### src/rtl/flash_cmd_pkg.sv
package flash_cmd_pkg;

    localparam int CMD_AW = 15;

    localparam logic [CMD_AW-1:0] ADR_FIRST  = 15'h555;
    localparam logic [CMD_AW-1:0] ADR_SECOND = 15'h2AA;

    localparam logic [7:0] KEY_A      = 8'hAA;
    localparam logic [7:0] KEY_B      = 8'h55;
    localparam logic [7:0] CODE_PROG  = 8'hA0;
    localparam logic [7:0] CODE_ERASE = 8'h80;
    localparam logic [7:0] CODE_CHIP  = 8'h10;
    localparam logic [7:0] CODE_SECT  = 8'h50;
    localparam logic [7:0] CODE_BLOCK = 8'h30;
    localparam logic [7:0] CODE_IDIN  = 8'h90;
    localparam logic [7:0] CODE_IDOUT = 8'hF0;

    localparam logic [15:0] MAKER_WORD = 16'h00BF;
    localparam logic [15:0] PART_WORD  = 16'h235D;
    localparam logic [15:0] BLANK_WORD = 16'hFFFF;

    typedef enum logic [2:0] {
        DS_IDLE, DS_K1, DS_K2, DS_PROG, DS_E1, DS_E2, DS_E3
    } dec_state_e;

    typedef enum logic [2:0] {
        EV_NONE, EV_PROG, EV_CHIP, EV_SECT, EV_BLOCK, EV_ID_IN, EV_ID_OUT
    } event_e;

    typedef struct packed {
        logic [7:0] hi;
        logic       dq7;
        logic       dq6;
        logic [5:0] lo;
    } status_t;

    function automatic int max_of(input int a, input int b);
        return (a > b) ? a : b;
    endfunction

    function automatic logic key_hit(input logic [CMD_AW-1:0] a, input logic [15:0] d,
                                     input logic [CMD_AW-1:0] ka, input logic [7:0] kd);
        return (a == ka) && (d[7:0] == kd);
    endfunction

    function automatic logic [15:0] ident_word(input logic [CMD_AW-1:0] a);
        if (a == '0)
            return MAKER_WORD;
        else if (a == CMD_AW'(1))
            return PART_WORD;
        else
            return 16'h0000;
    endfunction

endpackage

### src/rtl/cmd_decoder.sv
module cmd_decoder
    import flash_cmd_pkg::*;
(
    input  logic              clk,
    input  logic              rst_n,
    input  logic              wr,
    input  logic [CMD_AW-1:0] addr,
    input  logic [15:0]       data,
    output event_e            ev_kind
);

    dec_state_e state, nxt;

    always_comb begin
        nxt     = state;
        ev_kind = EV_NONE;
        if (wr) begin
            nxt = DS_IDLE;
            if (state != DS_PROG && data[7:0] == CODE_IDOUT) begin
                ev_kind = EV_ID_OUT;
            end else begin
                case (state)
                    DS_IDLE: if (key_hit(addr, data, ADR_FIRST, KEY_A)) nxt = DS_K1;
                    DS_K1:   if (key_hit(addr, data, ADR_SECOND, KEY_B)) nxt = DS_K2;
                    DS_K2: begin
                        if (key_hit(addr, data, ADR_FIRST, CODE_PROG))
                            nxt = DS_PROG;
                        else if (key_hit(addr, data, ADR_FIRST, CODE_ERASE))
                            nxt = DS_E1;
                        else if (key_hit(addr, data, ADR_FIRST, CODE_IDIN))
                            ev_kind = EV_ID_IN;
                    end
                    DS_PROG: ev_kind = EV_PROG;
                    DS_E1:   if (key_hit(addr, data, ADR_FIRST, KEY_A)) nxt = DS_E2;
                    DS_E2:   if (key_hit(addr, data, ADR_SECOND, KEY_B)) nxt = DS_E3;
                    DS_E3: begin
                        if (key_hit(addr, data, ADR_FIRST, CODE_CHIP))
                            ev_kind = EV_CHIP;
                        else if (data[7:0] == CODE_SECT)
                            ev_kind = EV_SECT;
                        else if (data[7:0] == CODE_BLOCK)
                            ev_kind = EV_BLOCK;
                    end
                    default: nxt = DS_IDLE;
                endcase
            end
        end
    end

    always_ff @(posedge clk) begin
        if (!rst_n)
            state <= DS_IDLE;
        else
            state <= nxt;
    end

    // any decoded event closes the sequence
    p_idle_after_event_r11: assert property (@(posedge clk) disable iff (!rst_n)
        (wr && ev_kind != EV_NONE) |=> (state == DS_IDLE));

endmodule

### src/rtl/op_timer.sv
module op_timer #(
    parameter int CNT_W    = 6,
    parameter int MAX_LOAD = 40
) (
    input  logic             clk,
    input  logic             rst_n,
    input  logic             load,
    input  logic [CNT_W-1:0] load_val,
    output logic             running,
    output logic             done
);

    logic [CNT_W-1:0] cnt;

    always_ff @(posedge clk) begin
        if (!rst_n)
            cnt <= '0;
        else if (load)
            cnt <= load_val;
        else if (cnt != '0)
            cnt <= cnt - CNT_W'(1);
    end

    assign running = (cnt != '0);
    assign done    = (cnt == CNT_W'(1));

    // a new operation is never loaded over a running one
    p_load_when_idle_r8: assert property (@(posedge clk) disable iff (!rst_n)
        load |-> !running);

    // the busy window never exceeds the longest configured length
    p_count_range_r3: assert property (@(posedge clk) disable iff (!rst_n)
        cnt <= CNT_W'(MAX_LOAD));

endmodule

### src/rtl/flash_array.sv
module flash_array
    import flash_cmd_pkg::*;
#(
    parameter int MEM_AW = 6,
    parameter int SECT_W = 2,
    parameter int BLK_W  = 4
) (
    input  logic              clk,
    input  logic              wr_en,
    input  logic [MEM_AW-1:0] wr_addr,
    input  logic [15:0]       wr_data,
    input  logic              er_en,
    input  event_e            er_kind,
    input  logic [MEM_AW-1:0] er_addr,
    input  logic              keep_boot,
    input  logic [MEM_AW-1:0] rd_addr,
    output logic [15:0]       rd_data
);

    localparam int WORDS = 1 << MEM_AW;

    logic [15:0] mem [WORDS];

    function automatic logic erase_hit(input logic [MEM_AW-1:0] idx);
        case (er_kind)
            EV_CHIP:  return !(keep_boot && idx[MEM_AW-1:BLK_W] == '0);
            EV_SECT:  return idx[MEM_AW-1:SECT_W] == er_addr[MEM_AW-1:SECT_W];
            EV_BLOCK: return idx[MEM_AW-1:BLK_W] == er_addr[MEM_AW-1:BLK_W];
            default:  return 1'b0;
        endcase
    endfunction

    always_ff @(posedge clk) begin
        for (int i = 0; i < WORDS; i++) begin
            if (er_en && erase_hit(MEM_AW'(i)))
                mem[i] <= BLANK_WORD;
            else if (wr_en && wr_addr == MEM_AW'(i))
                mem[i] <= wr_data;
        end
    end

    assign rd_data = mem[rd_addr];

endmodule

### src/rtl/nor_flash_ctrl.sv
module nor_flash_ctrl
    import flash_cmd_pkg::*;
#(
    parameter int MEM_AW    = 6,
    parameter int SECT_W    = 2,
    parameter int BLK_W     = 4,
    parameter int PROG_CYC  = 7,
    parameter int ERASE_CYC = 20,
    parameter int CHIP_CYC  = 40
) (
    input  logic              clk,
    input  logic              rst_n,
    input  logic              we,
    input  logic              re,
    input  logic [CMD_AW-1:0] addr,
    input  logic [15:0]       wdata,
    input  logic              wp_n,
    output logic [15:0]       rdata
);

    localparam int MAX_CYC = max_of(PROG_CYC, max_of(ERASE_CYC, CHIP_CYC));
    localparam int CNT_W   = $clog2(MAX_CYC + 1);

    event_e            ev_kind, pend_kind;
    logic              wr_ok, boot_hit, is_op, blocked, start;
    logic              busy, done, fire, id_mode, tog, keep_boot;
    logic [MEM_AW-1:0] pend_addr;
    logic [15:0]       pend_data, arr_q;
    logic [CNT_W-1:0]  load_val;
    status_t           st;

    assign wr_ok = we && !busy;

    cmd_decoder u_dec (
        .clk     (clk),
        .rst_n   (rst_n),
        .wr      (wr_ok),
        .addr    (addr),
        .data    (wdata),
        .ev_kind (ev_kind)
    );

    always_comb begin
        is_op    = 1'b1;
        load_val = CNT_W'(ERASE_CYC);
        case (ev_kind)
            EV_PROG:  load_val = CNT_W'(PROG_CYC);
            EV_CHIP:  load_val = CNT_W'(CHIP_CYC);
            EV_SECT,
            EV_BLOCK: load_val = CNT_W'(ERASE_CYC);
            default:  is_op = 1'b0;
        endcase
    end

    assign boot_hit = (addr[MEM_AW-1:BLK_W] == '0);
    assign blocked  = !wp_n && boot_hit && (ev_kind != EV_CHIP);
    assign start    = is_op && !id_mode && !blocked;

    op_timer #(
        .CNT_W    (CNT_W),
        .MAX_LOAD (MAX_CYC)
    ) u_tmr (
        .clk      (clk),
        .rst_n    (rst_n),
        .load     (start),
        .load_val (load_val),
        .running  (busy),
        .done     (done)
    );

    assign fire = done && rst_n;

    flash_array #(
        .MEM_AW (MEM_AW),
        .SECT_W (SECT_W),
        .BLK_W  (BLK_W)
    ) u_arr (
        .clk       (clk),
        .wr_en     (fire && pend_kind == EV_PROG),
        .wr_addr   (pend_addr),
        .wr_data   (pend_data),
        .er_en     (fire && pend_kind != EV_PROG),
        .er_kind   (pend_kind),
        .er_addr   (pend_addr),
        .keep_boot (keep_boot),
        .rd_addr   (addr[MEM_AW-1:0]),
        .rd_data   (arr_q)
    );

    always_comb begin
        st.hi  = 8'h00;
        st.dq7 = (pend_kind == EV_PROG) ? ~pend_data[7] : 1'b0;
        st.dq6 = tog;
        st.lo  = 6'h00;
    end

    always_ff @(posedge clk) begin
        if (!rst_n) begin
            id_mode   <= 1'b0;
            tog       <= 1'b0;
            keep_boot <= 1'b0;
            pend_kind <= EV_NONE;
            pend_addr <= '0;
            pend_data <= '0;
            rdata     <= '0;
        end else begin
            if (start) begin
                pend_kind <= ev_kind;
                pend_addr <= addr[MEM_AW-1:0];
                pend_data <= wdata;
                keep_boot <= !wp_n;
                tog       <= 1'b0;
            end
            if (ev_kind == EV_ID_IN)
                id_mode <= 1'b1;
            else if (ev_kind == EV_ID_OUT)
                id_mode <= 1'b0;
            if (re) begin
                if (busy) begin
                    rdata <= st;
                    tog   <= ~tog;
                end else if (id_mode) begin
                    rdata <= ident_word(addr);
                end else begin
                    rdata <= arr_q;
                end
            end
        end
    end

    // reset leaves no operation, no identification mode, cleared read data
    p_reset_idle_r1: assert property (@(posedge clk)
        !rst_n |=> (!busy && !id_mode && rdata == 16'h0000));

    // unused status bits read as zero
    p_status_zero_bits_r3: assert property (@(posedge clk) disable iff (!rst_n)
        (re && busy) |=> (rdata[15:8] == 8'h00 && rdata[5:0] == 6'h00));

    // consecutive status reads alternate bit 6
    p_toggle_r3: assert property (@(posedge clk) disable iff (!rst_n)
        (re && busy && $past(re && busy)) |=> (rdata[6] != $past(rdata[6])));

    // a protected-latched operation never lands inside the boot block
    p_boot_safe_r7: assert property (@(posedge clk) disable iff (!rst_n)
        (fire && keep_boot && pend_kind != EV_CHIP) |-> (pend_addr[MEM_AW-1:BLK_W] != '0));

endmodule

### config.mk
export PLATFORM = sky130hd
export DESIGN_NAME = nor_flash_ctrl
export DESIGN_NICKNAME = d
export VERILOG_FILES = /design/src/rtl/flash_cmd_pkg.sv /design/src/rtl/cmd_decoder.sv /design/src/rtl/op_timer.sv /design/src/rtl/flash_array.sv /design/src/rtl/nor_flash_ctrl.sv
export SDC_FILE = /design/constraint.sdc
export NUM_CORES = 2
export LEC_CHECK = 0
export BUFFER_PORTS_ARGS = -buffer_cell sky130_fd_sc_hd__buf_2
export CAP_MARGIN = 20
export CORE_MARGIN = 2
export CORE_UTILIZATION = 40
export CTS_CLUSTER_DIAMETER = 30
export DETAILED_ROUTE_END_ITERATION = 10
export SLEW_MARGIN = 20
export SYNTH_ARGS = -nofsm -noshare
export SYNTH_HDL_FRONTEND = slang
export SYNTH_SLANG_ARGS = --single-unit
### constraint.sdc
create_clock -name clk -period 8.7 [get_ports clk]
set_input_delay 1.74 -clock clk [delete_from_list [all_inputs] [get_ports clk]]
set_output_delay 1.74 -clock clk [all_outputs]
set_load 0.02 [all_outputs]
==> results summary <==
For the worst setup path, the data required time is 9.37 ns. The growth of design area from synthesis to finish came out at 17.6%. The routed via count divided by cell count is 5.72. On the critical path, the stage with the largest delay is an instance of sky130_fd_sc_hd__xnor2_4. The count of fill cells added during filler insertion came out at 10400. The final design area excluding fillers is 58200 um2. The core area is 123000 um2. For this run, the number of Yosys warnings is 0.

The maximum number of pins on one net before global-route repair is 124. The wire length per cell after detailed routing is 29.0 um. Of the available clock period, the critical path in the final layout requires 0.522. The wire length on met3 is 12500 um. The net count of the mapped netlist is 3297. The first-pass GRT wire length is 213000 um.

Of the total synthesized cell area, the portion taken by full adders, half adders and majority gates is 0.000505. The source-to-sink clock delay at the later pin of the worst-skew pair came out at 0.79 ns. Post-CTS repair changed the size of 0 cells. The worst setup path is captured at a flip-flop. The post-DP HPWL came out at 88400 um. The flow ran to the end, and the final reports show no timing, DRC or antenna violations. The highest fanout seen on the critical path came out at 44. Of the cells placed in the final design, the portion with a size suffix greater than 1 is 0.443. The final hold violation count came out at 0. The detailed router's first-iteration violation count came out at 3640. The post-layout worst setup margin is 4.16 ns. The height of the chip is 356 um. The gate count of the mapped netlist is 3259. Wires add up to 147000 um.

The tree built by TritonCTS fans out to 1077 sinks. The fraction of the mapped netlist area in compound gates is 0.0234. The number of synthesized flops with an enable pin came out at 1024.

The max-cap check violation count came out at 0. The count of distinct cell types in the synthesized netlist came out at 66. In the synthesized netlist the dominant register cell turns out to be sky130_fd_sc_hd__edfxtp_1.

At the end of the flow the core is filled with cells to 0.472. The worst-case clock skew came out at 0.0312 ns. The number of search-and-repair iterations in the first detailed-routing pass came out at 6. In this run, synthesis produced a sequential element count of 1077. The type of the worst setup path is input port to flip-flop. The via total after detailed routing came out at 29000.

The number of global-route vias before repair came out at 28700. The fraction of registers with async set or reset after synthesis is 0. The final max-slew violation count was 0. The transition time at the pin with the least slew margin is 1.00 ns. Setup repair after global routing left no endpoint under its margin. The initial antenna violation count is 14.

The number of port buffers came out at 51. Buffers inserted to repair hold after CTS numbered 0. By area, the combinational part of the netlist is dominated by simple AND/OR/NAND/NOR gates. Data arrives at the worst endpoint at 5.21 ns. The initial core utilization is 0.401. In the routed design, unresolved DRC markers number 0. The clock tree root driver cell is sky130_fd_sc_hd__clkbuf_16. The number of antenna-violating nets in the routed design came out at 0. The buffers inserted during post-CTS setup optimization is 0. The total length of routed met2 wires is 67100 um. The delay contributed by the slowest stage of the critical path is 0.68 ns.

For this run, the register share of the synthesized area comes to 0.643. The startpoint type of the worst setup path is an input port. The leakage power came out at 20.9 nW. The global route total overflow came out at 0.

The power per cell area came out at 240 nW/um2. The pre-CTS worst setup slack is 3.40 ns. The number of buffers on the longest clock path is 3.

The CTS clock-pin slew for the worst setup and hold paths is 0.04 ns. Headroom to the max-slew limit came out at 0.328. The highest routed metal layer is met5. The parity-gate share of the synthesized area counting xor and xnor cells came out at 0.00177.

The floorplan step defined a die boundary enclosing 127000 um2. The final RePlAce weighted congestion is 0.869. The number of ports placed on the die boundary came out at 52.

TritonCTS built the clock tree. VDD sags by at most 0.211 mV. The floorplan step set the die width to 356 um. The overall power consumption is 14.0 mW.

The area of combinational cells with multiple inputs is 16400 um2. The clock buffer count from CTS came out at 204. The highest clock frequency the design can meet came out at 220 MHz. The placed instances occupy a cell area of 51200 um2. The post-synthesis average cell area is 15.2 um2. The post-synthesis cell area came out at 49500 um2. The net count of the finished layout is 3296. The simple-gate share of the synthesized area is 0.156. The clock tree synthesis step divided the H-tree into 4 levels. The total global routing track utilization is 0.233. The final number of setup-violating endpoints is 0. The type of the tightest min-delay check is flip-flop to flip-flop. The mux cell area share after synthesis came out at 0.148. The post-route setup TNS came out at 0 ns. The routed metal-1 wire length is 63400 um. The critical path goes through buf_8 > buf_4 > nand4b_1 > nor4_2 > nand3_1 > a21o_1 > xnor2_4 > nand2_2 > a2111oi_2.

The number of rows in the core area came out at 129. The final critical delay including setup and external delays came out at 4.54 ns. The area taken by flip-flops and latches is 31800 um2.
==> layout make-up <==
cell class                      instances  area share
Multi-Input combinational cell       1837       0.282
Clock buffer                          236      0.0920
Antenna cell                            8    0.000344
Inverter                                9    0.000580
Timing Repair Buffer                  129      0.0156
Tap cell                             1637      0.0352
Clock inverter                        140      0.0281
Sequential cell                      1077       0.547
==> per-stage QoR <==
stage	instances	hold slack, ns
4_1_cts	5065	0.471
2_1_floorplan	3259	0.464
6_report	5073	0.471
5_1_grt	5066	0.486
3_5_place_dp	4689	0.465
3_3_place_gp	4688	0.462
==> sequential cells by signal, summed over array words and instances (netlist names) <==
name         flops
pend_kind        3
u_tmr.cnt        6
tog              1
u_dec.state      3
rdata           16
id_mode          1
pend_addr        6
keep_boot        1
u_arr.mem     1024
pend_data       16
==> critical path: cells and delay by family <==
family | cells | cell delay (ns)
buffers and inverters | 2 | 0.87
AOI/OAI and AO/OA | 2 | 0.71
and+or+nand+nor | 4 | 1.12
xor gates and xnor gates | 1 | 0.68
==> cell families after synthesis <==
family	after synthesis
simple gates	1303
buf+inv	345
xor+xnor	7
mux	339
fa+ha+maj	2
compound gates	186
flops	1077
==> power by group <==
| group | switching (mW) | total (mW) | internal [mW] |
|---|---|---|---|
| sequential | 0.0173 | 5.63 | 5.62 |
| combinational | 0.222 | 0.356 | 0.134 |
| clock | 2.68 | 8.01 | 5.33 |
==> routing by layer <==
layer / global-route usage / vias up
met2: 0.350 / 1327
met1: 0.338 / 15100
li1: - / 12400
met3: 0.0522 / 197
met4: 0.0722 / 14
met5: 0 / -
==> placed cells by master, fill, tap and decap left out, types with 9 or more instances in the layout <==
cell type                    instances
sky130_fd_sc_hd__or2_2             709
sky130_fd_sc_hd__clkbuf_16         208
sky130_fd_sc_hd__or3_1             323
sky130_fd_sc_hd__nor2_1             39
sky130_fd_sc_hd__buf_4              76
sky130_fd_sc_hd__inv_6               9
sky130_fd_sc_hd__clkinv_1           26
sky130_fd_sc_hd__edfxtp_1         1024
sky130_fd_sc_hd__o21ai_1            24
sky130_fd_sc_hd__nand3_1            37
sky130_fd_sc_hd__clkinv_2           37
sky130_fd_sc_hd__dfxtp_1            37
sky130_fd_sc_hd__o21ai_0            53
sky130_fd_sc_hd__clkinvlp_4         25
sky130_fd_sc_hd__mux2i_1            21
sky130_fd_sc_hd__dfxtp_2            16
sky130_fd_sc_hd__clkinv_4            9
sky130_fd_sc_hd__clkbuf_1           23
sky130_fd_sc_hd__buf_2              47
sky130_fd_sc_hd__nand2b_1           11
sky130_fd_sc_hd__mux4_2            313
sky130_fd_sc_hd__bufinv_16          32
sky130_fd_sc_hd__o221ai_1            9
sky130_fd_sc_hd__nand2_1           117
sky130_fd_sc_hd__a21oi_1            49
==> cells in the mapped netlist (5+ instances only) <==
cell,number,area (um2)
sky130_fd_sc_hd__clkbuf_1,283,1060
sky130_fd_sc_hd__dfxtp_1,53,1060
sky130_fd_sc_hd__nor4_1,6,37.5
sky130_fd_sc_hd__a21oi_1,49,245
sky130_fd_sc_hd__o21a_1,5,37.5
sky130_fd_sc_hd__mux4_2,313,7050
sky130_fd_sc_hd__nor3_1,11,55.1
sky130_fd_sc_hd__a31oi_1,5,31.3
sky130_fd_sc_hd__a211oi_1,5,37.5
sky130_fd_sc_hd__or2_2,710,4440
sky130_fd_sc_hd__nand4_1,5,31.3
sky130_fd_sc_hd__and2_1,5,31.3
sky130_fd_sc_hd__or3_1,323,2020
sky130_fd_sc_hd__mux2i_1,21,210
sky130_fd_sc_hd__buf_2,27,135
sky130_fd_sc_hd__or4_1,5,37.5
sky130_fd_sc_hd__nand3_1,40,200
sky130_fd_sc_hd__buf_1,23,86.3
sky130_fd_sc_hd__nand2_1,118,443
sky130_fd_sc_hd__inv_1,8,30.0
sky130_fd_sc_hd__nor2_1,39,146
sky130_fd_sc_hd__o221ai_1,9,78.8
sky130_fd_sc_hd__nand2b_1,12,75.1
sky130_fd_sc_hd__nor3b_1,7,52.6
sky130_fd_sc_hd__edfxtp_1,1024,30700
sky130_fd_sc_hd__o21ai_0,74,370
==> worst paths after layout <==
path / startpoint / endpoint / slack, ns / cells past startpoint
worst min-delay path: pend_data[5] / pend_data[5] / 0.47 / 2
worst min register to register: pend_data[5] / pend_data[5] / 0.47 / 2
worst max-delay path: addr[0] / u_tmr.cnt[4] / 4.16 / 9
worst max register to register: u_tmr.cnt[2] / u_arr.mem[3][11] / 4.88 / 8
No activity file was read; power rests on OpenSTA's default activity.
